<file path="src/rtl/odrv_pkg.sv">
package odrv_pkg;

  typedef enum logic [1:0] {
    ST_DISABLED  = 2'd0,
    ST_WAIT_INIT = 2'd1,
    ST_READY     = 2'd2,
    ST_FAILED    = 2'd3
  } drv_state_e;

  typedef struct packed {
    logic       wr;
    logic [3:0] addr;
    logic [7:0] data;
  } frame_t;

  // device register addresses (decoded by the driver)
  localparam logic [3:0] A_CFG  = 4'h1;
  localparam logic [3:0] A_DON0 = 4'h4;
  localparam logic [3:0] A_DON1 = 4'h5;
  localparam logic [3:0] A_DOFF = 4'h6;
  localparam logic [3:0] A_GST  = 4'h7;
  localparam logic [3:0] A_ID   = 4'h8;
  localparam logic [7:0] ID_VAL = 8'hB1;

  // program step indexes
  localparam int PASS_LEN = 6;
  localparam logic [4:0] S_ID   = 5'd0;
  localparam logic [4:0] S_CFG  = 5'd1;
  localparam logic [4:0] S_D1   = 5'd2;
  localparam logic [4:0] S_D2   = 5'd8;
  localparam logic [4:0] S_GST  = 5'd14;
  localparam logic [4:0] S_PD   = 5'd15;
  localparam logic [4:0] S_STAT = 5'd21;

  function automatic frame_t step_frame(input logic [4:0] s);
    frame_t     f;
    logic [4:0] k;
    f = '0;
    k = '0;
    if (s == S_ID) begin
      f.addr = A_ID;
    end else if (s == S_CFG) begin
      f.wr = 1'b1; f.addr = A_CFG; f.data = 8'h0F;
    end else if (s == S_GST) begin
      f.wr = 1'b1; f.addr = A_GST; f.data = 8'h80;
    end else if (s >= S_STAT) begin
      f.addr = A_GST;
    end else begin
      if (s >= S_PD)      k = s - S_PD;
      else if (s >= S_D2) k = s - S_D2;
      else                k = s - S_D1;
      if (k < 5'd3) begin
        f.addr = A_DON0 + k[3:0];
      end else begin
        f.wr   = 1'b1;
        f.addr = A_DON0 + k[3:0] - 4'd3;
      end
    end
    return f;
  endfunction

endpackage

</file>
<file path="src/rtl/odrv_tick.sv">
module odrv_tick #(
  parameter int TW = 8
) (
  input  logic          clk,
  input  logic          rst,
  input  logic          load,
  input  logic [TW-1:0] val,
  output logic          done
);
  logic [TW-1:0] cnt;

  always_ff @(posedge clk) begin
    if (rst)              cnt <= '0;
    else if (load)        cnt <= val;
    else if (cnt != '0)   cnt <= cnt - 1'b1;
  end

  assign done = (cnt == TW'(1));
endmodule

</file>
<file path="src/rtl/odrv_fault_dec.sv">
module odrv_fault_dec #(
  parameter int NCH = 4
) (
  input  logic           clk,
  input  logic           rst,
  input  logic           upd,
  input  logic [7:0]     on01,
  input  logic [7:0]     on23,
  input  logic [7:0]     offc,
  output logic [NCH-1:0] sbat,
  output logic [NCH-1:0] otemp,
  output logic [NCH-1:0] ovl,
  output logic [NCH-1:0] open,
  output logic [NCH-1:0] sgnd
);
  logic [NCH-1:0] n_sbat, n_otemp, n_ovl, n_open, n_sgnd;

  for (genvar c = 0; c < NCH; c++) begin : g_ch
    localparam int OS = 3 * (c % 2);
    logic [7:0] src;
    logic [2:0] oc;
    logic [1:0] fc;
    assign src = (c < 2) ? on01 : on23;
    assign oc  = src[OS +: 3];
    assign fc  = offc[2*c +: 2];
    assign n_sbat[c]  = (oc == 3'd2);
    assign n_otemp[c] = (oc == 3'd3) || (oc == 3'd5);
    assign n_ovl[c]   = (oc == 3'd3) || (oc == 3'd4);
    assign n_open[c]  = (fc == 2'd2);
    assign n_sgnd[c]  = (fc == 2'd3);
  end

  always_ff @(posedge clk) begin
    if (rst) begin
      sbat <= '0; otemp <= '0; ovl <= '0; open <= '0; sgnd <= '0;
    end else if (upd) begin
      sbat <= n_sbat; otemp <= n_otemp; ovl <= n_ovl;
      open <= n_open; sgnd <= n_sgnd;
    end
  end
endmodule

</file>
<file path="src/rtl/odrv_sup.sv">
module odrv_sup
  import odrv_pkg::*;
#(
  parameter int MS_CYC  = 125000,
  parameter int POLL_MS = 100,
  parameter int CW      = 8
) (
  input  logic          clk,
  input  logic          rst,
  input  logic          start,
  output logic          cmd_valid,
  output logic          cmd_wr,
  output logic [3:0]    cmd_addr,
  output logic [7:0]    cmd_data,
  input  logic          rsp_valid,
  input  logic [7:0]    rsp_data,
  input  logic          rsp_err,
  output logic          drv_rst_n,
  output logic          drv_en,
  output logic [1:0]    state,
  output logic [3:0]    flt_sbat,
  output logic [3:0]    flt_otemp,
  output logic [3:0]    flt_ovl,
  output logic [3:0]    flt_open,
  output logic [3:0]    flt_sgnd,
  output logic [CW-1:0] por_cnt,
  output logic [CW-1:0] wdg_cnt,
  output logic [CW-1:0] err_cnt
);
  localparam int NCH      = 4;
  localparam int POLL_CYC = MS_CYC * POLL_MS;
  localparam int TW       = $clog2(POLL_CYC + 1);
  localparam logic [4:0] D1_END = S_D1 + 5'(PASS_LEN - 1);
  localparam logic [4:0] D2_END = S_D2 + 5'(PASS_LEN - 1);
  localparam logic [4:0] PD_END = S_PD + 5'(PASS_LEN - 1);

  typedef enum logic [2:0] {
    PH_OFF, PH_RLO, PH_RHI, PH_SEND, PH_WAIT, PH_SLEEP, PH_HALT
  } phase_e;

  phase_e        ph;
  drv_state_e    st;
  logic [4:0]    s;
  logic          sub;
  logic          t_load, t_done, pub;
  logic [TW-1:0] t_val;
  logic [7:0]    d_on01, d_on23, d_off;
  frame_t        cur;

  assign cur   = step_frame(s);
  assign state = st;

  odrv_tick #(.TW(TW)) u_tick (
    .clk(clk), .rst(rst), .load(t_load), .val(t_val), .done(t_done)
  );

  odrv_fault_dec #(.NCH(NCH)) u_dec (
    .clk(clk), .rst(rst), .upd(pub),
    .on01(d_on01), .on23(d_on23), .offc(d_off),
    .sbat(flt_sbat), .otemp(flt_otemp), .ovl(flt_ovl),
    .open(flt_open), .sgnd(flt_sgnd)
  );

  always_ff @(posedge clk) begin
    if (rst) begin
      ph <= PH_OFF; st <= ST_DISABLED; s <= '0; sub <= 1'b0;
      cmd_valid <= 1'b0; cmd_wr <= 1'b0; cmd_addr <= '0; cmd_data <= '0;
      drv_rst_n <= 1'b0; drv_en <= 1'b0;
      t_load <= 1'b0; t_val <= '0; pub <= 1'b0;
      d_on01 <= '0; d_on23 <= '0; d_off <= '0;
      por_cnt <= '0; wdg_cnt <= '0; err_cnt <= '0;
    end else begin
      cmd_valid <= 1'b0;
      t_load    <= 1'b0;
      pub       <= 1'b0;
      case (ph)
        PH_OFF: if (start) begin
          st <= ST_WAIT_INIT; ph <= PH_RLO;
          t_load <= 1'b1; t_val <= TW'(MS_CYC);
        end
        PH_RLO: if (t_done) begin
          drv_rst_n <= 1'b1; ph <= PH_RHI;
          t_load <= 1'b1; t_val <= TW'(MS_CYC);
        end
        PH_RHI: if (t_done) begin
          s <= S_ID; sub <= 1'b0; ph <= PH_SEND;
        end
        PH_SEND: begin
          cmd_valid <= 1'b1;
          cmd_wr    <= cur.wr;
          cmd_addr  <= cur.addr;
          cmd_data  <= cur.data;
          ph        <= PH_WAIT;
        end
        PH_WAIT: if (rsp_valid) begin
          if (rsp_err) begin
            sub <= 1'b0;
            if (st == ST_WAIT_INIT) begin
              st <= ST_FAILED; drv_en <= 1'b0; ph <= PH_HALT;
            end else begin
              err_cnt <= err_cnt + 1'b1; ph <= PH_SLEEP;
              t_load <= 1'b1; t_val <= TW'(POLL_CYC);
            end
          end else if (!cur.wr && !sub) begin
            sub <= 1'b1; ph <= PH_SEND;
          end else begin
            sub <= 1'b0;
            if (!cur.wr) begin
              case (cur.addr)
                A_DON0:  d_on01 <= rsp_data;
                A_DON1:  d_on23 <= rsp_data;
                A_DOFF:  d_off  <= rsp_data;
                default: ;
              endcase
            end
            if (s == D2_END || s == PD_END) pub <= 1'b1;
            if (s == S_ID) begin
              if (rsp_data == ID_VAL) begin
                s <= S_CFG; ph <= PH_SEND;
              end else begin
                st <= ST_FAILED; ph <= PH_HALT;
              end
            end else if (s == S_GST) begin
              st <= ST_READY; drv_en <= 1'b1; ph <= PH_SLEEP;
              t_load <= 1'b1; t_val <= TW'(POLL_CYC);
            end else if (s == S_STAT) begin
              if (rsp_data[0]) por_cnt <= por_cnt + 1'b1;
              if (rsp_data[2]) wdg_cnt <= wdg_cnt + 1'b1;
              if (rsp_data[0] || rsp_data[2]) begin
                s <= S_CFG; ph <= PH_SEND;
              end else begin
                ph <= PH_SLEEP;
                t_load <= 1'b1; t_val <= TW'(POLL_CYC);
              end
            end else if (s == D1_END) begin
              s <= S_D2; ph <= PH_SEND;
            end else begin
              s <= s + 5'd1; ph <= PH_SEND;
            end
          end
        end
        PH_SLEEP: if (t_done) begin
          s <= S_PD; sub <= 1'b0; ph <= PH_SEND;
        end
        default: ;
      endcase
    end
  end
endmodule

</file>
<file path="config.mk">
export PLATFORM = sky130hd
export DESIGN_NAME = odrv_sup
export DESIGN_NICKNAME = d
export VERILOG_FILES = /design/src/rtl/odrv_pkg.sv /design/src/rtl/odrv_tick.sv /design/src/rtl/odrv_fault_dec.sv /design/src/rtl/odrv_sup.sv
export SDC_FILE = /design/constraint.sdc
export NUM_CORES = 1
export LEC_CHECK = 0
export ABC_AREA = 1
export CORE_MARGIN = 2
export CORE_UTILIZATION = 40
export DETAILED_ROUTE_END_ITERATION = 7
export GPL_ROUTABILITY_DRIVEN = 0
export PLACE_DENSITY_LB_ADDON = 0.25
export SYNTH_ARGS = -nofsm -noshare
export SYNTH_HDL_FRONTEND = slang
export SYNTH_SLANG_ARGS = --single-unit
</file>
<file path="constraint.sdc">
create_clock -name clk -period 2.85 [get_ports clk]
set_input_delay 0.57 -clock clk [delete_from_list [all_inputs] [get_ports clk]]
set_output_delay 0.57 -clock clk [all_outputs]
set_load 0.01 [all_outputs]
</file>
# ---- Word level (Yosys, flattened, before mapping)
# Index checks and enable logic that the tools add are counted.
dict set report classes {
  bitwise 8
  n_mux 86
  reduce_logical 38
  add_sub_neg 10
  n_lt_le_gt_ge 4
  n_eq_ne 63
}
# operator count
set op_table {}
lappend op_table {{$mux W24} 12}
lappend op_table {{$mux W5} 18}
lappend op_table {{$pmux W24 S3} 1}
lappend op_table {{$mux W3} 11}
lappend op_table {{$eq A3 B2 Y1 const B} 10}
lappend op_table {{$eq A3 B3 Y1 const B} 10}
lappend op_table {{$add A8 B1 Y8 const B} 3}
lappend op_table {{$eq A24 B1 Y1 const B} 1}
lappend op_table {{$mux W1} 24}
lappend op_table {{$reduce_and A6 Y1} 4}
lappend op_table {{$reduce_bool A24 Y1} 1}
lappend op_table {{$sub A24 B1 Y24 const B} 1}
lappend op_table {{$ne A4 B4 Y1 const B} 5}
lappend op_table {{$mux W2} 9}
lappend op_table {{$ne A2 B2 Y1 const B} 9}
lappend op_table {{$ne A3 B3 Y1 const B} 6}
lappend op_table {{$reduce_and A9 Y1} 2}
lappend op_table {{$eq A2 B2 Y1 const B} 8}
lappend op_table {{$mux W8} 2}
lappend op_table {{$reduce_and A8 Y1} 2}
lappend op_table {{$pmux W3 S5} 1}
lappend op_table {{$pmux W5 S3} 1}
lappend op_table {{$mux W13} 1}
lappend op_table {{$eq A4 B3 Y1 const B} 3}
lappend op_table {{36 further kinds} 64}
dict set report totals {
  wordCells 234
  inputBits 13
  out_inout_bits 62
  ff_bits 141
}

# ---- Longest topological paths before layout
dict set report logic_depth {
  depth_word 20
  ltp_mapped 22
  ltp_nobuf 22
}

# ---- Cells and area by module
# From an unflattened synthesis, not the netlist that was laid out.
dict set report unflattened {
  cells_unflattened 1014
  hier_area_um2 6854.1
}
# module n_inst area_per_inst_um2 seq_area_each_um2 cells_each
set by_module_without_submodules {}
lappend by_module_without_submodules {odrv_sup 1 4172.8 1481.4 597}
lappend by_module_without_submodules {odrv_tick 1 1800.5 480.5 292}
lappend by_module_without_submodules {odrv_fault_dec 1 880.8 400.4 125}

# ---- Worst setup path after synthesis
# OpenSTA, ideal clock, no wires.
dict set report synth_timing {
  path_type {reg-to-reg}
  startpoint {reg s[0]}
  endpoint {reg d_on23[1]}
  synth_period_minus_slack_ns 2.505
  path_stages_with_launch 21
  arrival_time_ns 2.389
  t_required_ns 2.734
  slack_ns 0.345
  cell_sequence {dfxtp_1 > ha_1 > nand2_1 > nor2_1 > ha_1 > inv_1 > nand3_2 > inv_2 > or2_0 > nand2_1 > nand2_2 > nor2_4 > nand2_1 > o21ai_1 > nand3_2 > nand2_2 > nand2_2 > nor2_4 > inv_2 > nor2_1 > nor2_1}
}
dict set report synth_via {
  elab_chain_len 17
  word_cells_on_any_way 32
  classes_between {add/sub: 5; order compare: 4; eq/ne: 3; mux: 14; bitwise: 2; reduce/logical: 4}
}
# element line_no
set synth_rtl {}
lappend synth_rtl {{from (decl)} odrv_sup.sv:43} ;# logic [4:0] s;
lappend synth_rtl {{from (signal assigned)} odrv_sup.sv:66} ;# ph <= PH_OFF; st <= ST_DISABLED; s <= '0; sub <= 1'b0;
lappend synth_rtl {{from (signal assigned)} odrv_sup.sv:86} ;# s <= S_ID; sub <= 1'b0; ph <= PH_SEND;
lappend synth_rtl {{from (signal assigned)} odrv_sup.sv:119} ;# s <= S_CFG; ph <= PH_SEND;
lappend synth_rtl {{branches (longest 16 deep; another with $sub A5 B2 Y5)} -}
lappend synth_rtl {{$reduce_and A6 Y1 (no source line) (*)} -}
lappend synth_rtl {{to (signal assigned)} odrv_sup.sv:111} ;# A_DON1: d_on23 <= rsp_data;
lappend synth_rtl {{to (decl)} odrv_sup.sv:47} ;# logic [7:0] d_on01, d_on23, d_off;
# Mark *: on every way between the ends. The select of a mux whose other input is x is not followed.
# A chain may end at the register's enable or synchronous reset.

# ---- Worst setup path in the final report
dict set report layout_timing {
  startpoint {reg s[1]}
  endpoint {reg d_on23[4]}
}
# Same word-level chain as after synthesis.

==> results.txt <==
- Number of buffer and inverter instances along the worst setup path: 5
- Power spread over the standard cell area amounts to a little over 1000 nW/um^2.
* Area used by multi-input combinational logic: 3220 um^2
- Multiplexer share of the synthesized area: 0
- Netlist Area Pre-Place: roughly 6000 um^2
* Slowest CP cell: sky130_fd_sc_hd__dfxtp_4
- Summing internal, switching and leakage power gives just under 0.008 W.
- Entering global routing, the biggest net connects 48 pins.
* Footprint of the flip-flops and latches: approximately 2300 um^2
- In this run the static leakage power is 3.20 nW.
- Total core area: about 15000 um^2
- Share of flip-flops with an asynchronous set or reset after synthesis: 0
- For this run, design rule violations remaining after detail routing come to 0.
- In this run, placement finished with an instance count of roughly 1100.
- Number of synthesized flops with an enable pin: 0
* Category of cells accounting for the largest share of critical-path delay: simple AND/OR/NAND/NOR gates
* Placed wire-length estimate after detailed placement: roughly 11 mm
- On the final layout, the worst clock skew is 0.0103 ns.
* Number of antenna violations at the first check in global routing: 0
- Worst EP required: about 3.2 ns
- VDD sags by at most 424 uV.
* Count of antenna-violating nets left after detailed routing: 0
- Mapped Avg Cell Area: about 7 um^2
- Number of standard cells in the layout, taps in and fillers out: roughly 1100
- Clock insertion delay at the later pin of the skew report: 0.42 ns
* Critical path cell sequence: ha_2, nand2_2, nor2_1, ha_1, inv_2, nand3_4, inv_2, nand2_2, nand2_2, inv_1, ha_1, xnor2_1, nor2_1, nand2_1, nand2_2, inv_4, nand4_1, nor2_4, buf_4, o21ai_0, nor2_1
- In this run the vertical extent of the chip is approximately 130 um.
* FMAX: 377 MHz
* Number of hold-slack violations in the final timing report: 0
- Vias in the first global route: around 5400
- Dominant combinational cell family by area after synthesis: simple AND/OR/NAND/NOR gates
- The routed layout has 5736 vias.
* Post-detailed-routing wire length: about 15 mm
- For this run, the total global-route usage over all layers was measured as 0.197.
* Clock Pin Slew Worst Setup and Hold Paths: 0.06 ns
* Number of sinks driven by the clock tree: between 100 and 150
* Utilization after layout: 0.524
- Yosys cell types: between 40 and 50
* Largest fanout on the critical path: 6
* YS warnings: 0
- Of the synthesized area, sequential elements account for 0.378.
- Hold Path Class: reg -> reg
* Antenna cells: 0
* First-pass GRT wire length: 25.9 mm
* Status: finished clean
* Number of rows created at floorplan: 44
* Number of setup violations in the final report: 0
- Crit start category: register
- TritonCTS built the clock tree.
* Cell type with the largest total area after synthesis: sky130_fd_sc_hd__dfxtp_1
* Clock buffer count from CTS: 17
- The synthesized-area fraction occupied by ao, oa, aoi and oai cells came to 0.173.
- Class of the most critical setup path: reg -> reg
- After layout, the worst setup slack is ~0.20 ns.
- 75 I/O pins were placed.
- The first detailed-routing pass took 5 iterations.
* Number of flip-flops and latches in the synthesized netlist: between 100 and 150
- Setup repair after global routing could not meet its margin everywhere.
- After routing, the total negative slack on setup checks comes to 0 ns.
- Prior to clock tree synthesis, the placed netlist has a worst setup slack of 0.120 ns.
- Share of the synthesized area in the top cell type: 0.378
* Worst slew pin tran: 0.505 ns
* Total of max-cap violations: 0
- Post-route clock period utilization: 0.930
- In the final layout, the share of cells above drive strength 1 is 0.124.
- The tree is rooted in a sky130_fd_sc_hd__clkbuf_16.
- Routed wire length per instance: 13.3 um
* Flip-flop cell with the highest count after synthesis: sky130_fd_sc_hd__dfxtp_1
- Worst path max stage delay: about 0.36 ns
- From synthesis to final layout, the design area changed by 26.9%.
* Count of input and output buffers: 71
- Count of routing violations after the opening detailed-route iteration: 317
- Of the total synthesized cell area, the portion taken by full adders, half adders and majority gates is 0.0393.
- Min Clock Period, post-route: 2.65 ns
* Relative slew slack: 0.663
* Simple-gate share of the synthesized area: 0.288
- At the end of the flow, the number of nets in the layout was between 900 and 1000.
- Synthesized netlist cell count: about 860
- The die is around 130 um wide.
* Fillers: approximately 1400
* Crit path capture type: register
- Most prevalent standard cell on the critical path: sky130_fd_sc_hd__nand2_2
- Congestion Overflow GR: 0
- The H-tree was split into 4 levels.
- The die covers 16100 um^2.
- In the routed layout, each cell is associated on average with a via count of around 5.
* CP arrival: 3.01 ns
* Synth area leaders: sky130_fd_sc_hd__dfxtp_1, sky130_fd_sc_hd__nor2_1, sky130_fd_sc_hd__inv_1
- The max-slew violation total from the final report came to 0.
* Starting utilization of the core area: 0.413
- Share of the synthesized netlist area taken by xor and xnor gates: 0.0217
- No sink is reached through more buffers than the 2 on the longest clock path.
-- layout make-up --
| type | instances | share of cell area |
|---|---|---|
| inverter | 124 | 0.0617 |
| tap | 184 | 0.0300 |
| multi-input combinational | 593 | 0.419 |
| sequential | 114 | 0.298 |
| clock buffer | 22 | 0.0618 |
| timing repair buffer | 95 | 0.118 |
| clock inverter | 9 | 0.0108 |
-- Yosys cell counts, types with 2 or more instances --
cell                       instances
sky130_fd_sc_hd__o31ai_1           3
sky130_fd_sc_hd__nor2_1          116
sky130_fd_sc_hd__clkbuf_1         18
sky130_fd_sc_hd__o21ai_0          70
sky130_fd_sc_hd__xor2_1            7
sky130_fd_sc_hd__inv_1           112
sky130_fd_sc_hd__nor3_1           29
sky130_fd_sc_hd__nand2_4           4
sky130_fd_sc_hd__a31oi_1           5
sky130_fd_sc_hd__nand3_1          48
sky130_fd_sc_hd__nand2_1         103
sky130_fd_sc_hd__xnor2_1           8
sky130_fd_sc_hd__nor4_1            5
sky130_fd_sc_hd__inv_2             9
sky130_fd_sc_hd__a211oi_1          7
sky130_fd_sc_hd__nand4_1          15
sky130_fd_sc_hd__ha_1             19
sky130_fd_sc_hd__or2_2             7
sky130_fd_sc_hd__nor3b_1           3
sky130_fd_sc_hd__nor3b_2           2
sky130_fd_sc_hd__nor3_2            5
sky130_fd_sc_hd__nor2_4            3
sky130_fd_sc_hd__o21ai_1          17
sky130_fd_sc_hd__nand3_2           7
sky130_fd_sc_hd__a21oi_1          76
sky130_fd_sc_hd__nand2_2           7
sky130_fd_sc_hd__buf_4             8
sky130_fd_sc_hd__o211ai_1          6
sky130_fd_sc_hd__dfxtp_1         114
sky130_fd_sc_hd__and2_1            2
sky130_fd_sc_hd__nor2_2            4
-- sequential cells by signal (all words and copies together), names as in the netlist, 2 cells and up --
signal and count:
t_val 3, por_cnt 8, cmd_data 2, u_dec.ovl 4, d_off 8, u_dec.sbat 4
u_tick.cnt 24, ph 3, s 5, state 2, wdg_cnt 8, u_dec.otemp 4
d_on23 6, u_dec.open 4, err_cnt 8, d_on01 6, u_dec.sgnd 4, cmd_addr 4
-- per-stage QoR --
stage	hold WS (ns)	area (um^2)
finish	0.446	7670
global route	0.468	7670
CTS	0.448	7570
detailed placement	0.440	7010
global placement	0.425	7010
floorplan	0.414	6050
-- final timing paths --
path / endpoint / cells after the start / slack, ns / start
setup reg to reg: d_on23[4] / 21 / 0.20 / s[1]
hold reg to reg: u_tick.cnt[7] / 1 / 0.45 / u_tick.cnt[7]
hold / removal: u_tick.cnt[7] / 1 / 0.45 / u_tick.cnt[7]
setup / recovery: d_on23[4] / 21 / 0.20 / s[1]
-- cell families after synthesis --
logic type | count (synthesis)
flip-flops | 114
buffers and inverters | 151
AO/OA/AOI/OAI | 192
adder cells (fa/ha/maj) | 19
AND/OR/NAND/NOR | 364
XOR/XNOR | 15
other | 1
-- placed cells by master (no fill, tap or decap), types with 16 or more instances in the layout --
master                            netlist  routed
sky130_fd_sc_hd__nor2_1               116     116
sky130_fd_sc_hd__dfxtp_1              114     112
sky130_fd_sc_hd__inv_1                112     108
sky130_fd_sc_hd__nand2_1              103     100
sky130_fd_sc_hd__a21oi_1               76      76
sky130_fd_sc_hd__clkdlybuf4s50_1        0      71
sky130_fd_sc_hd__o21ai_0               70      70
sky130_fd_sc_hd__nand3_1               48      48
sky130_fd_sc_hd__nor3_1                29      29
sky130_fd_sc_hd__buf_4                  8      22
sky130_fd_sc_hd__ha_1                  19      17
sky130_fd_sc_hd__clkbuf_16              0      17
sky130_fd_sc_hd__o21ai_1               17      16
-- power by group --
part | internal [W] | total (W) | switching (W)
Combinational | 0.00132 | 0.00380 | 0.00248
Clock | 0.00126 | 0.00201 | 0.000750
Sequential | 0.00184 | 0.00208 | 0.000239
Total | 0.00442 | 0.00788 | 0.00346
-- layer usage --
metal	global-route usage	share of wire	routed length (um)
met1	0.251	0.47	7170
met5	0	0	0
met2	0.320	0.45	6890
met3	0.0561	0.054	827
met4	0.0737	0.022	335
-- timing repair --
action | 4_1_cts | 5_1_grt
hold buffers | 0 | 0
setup buffers | 0 | 5
endpoints found under the setup margin | 0 | 38
resized for setup | 0 | 20
(Power assumes the default switching activity.)
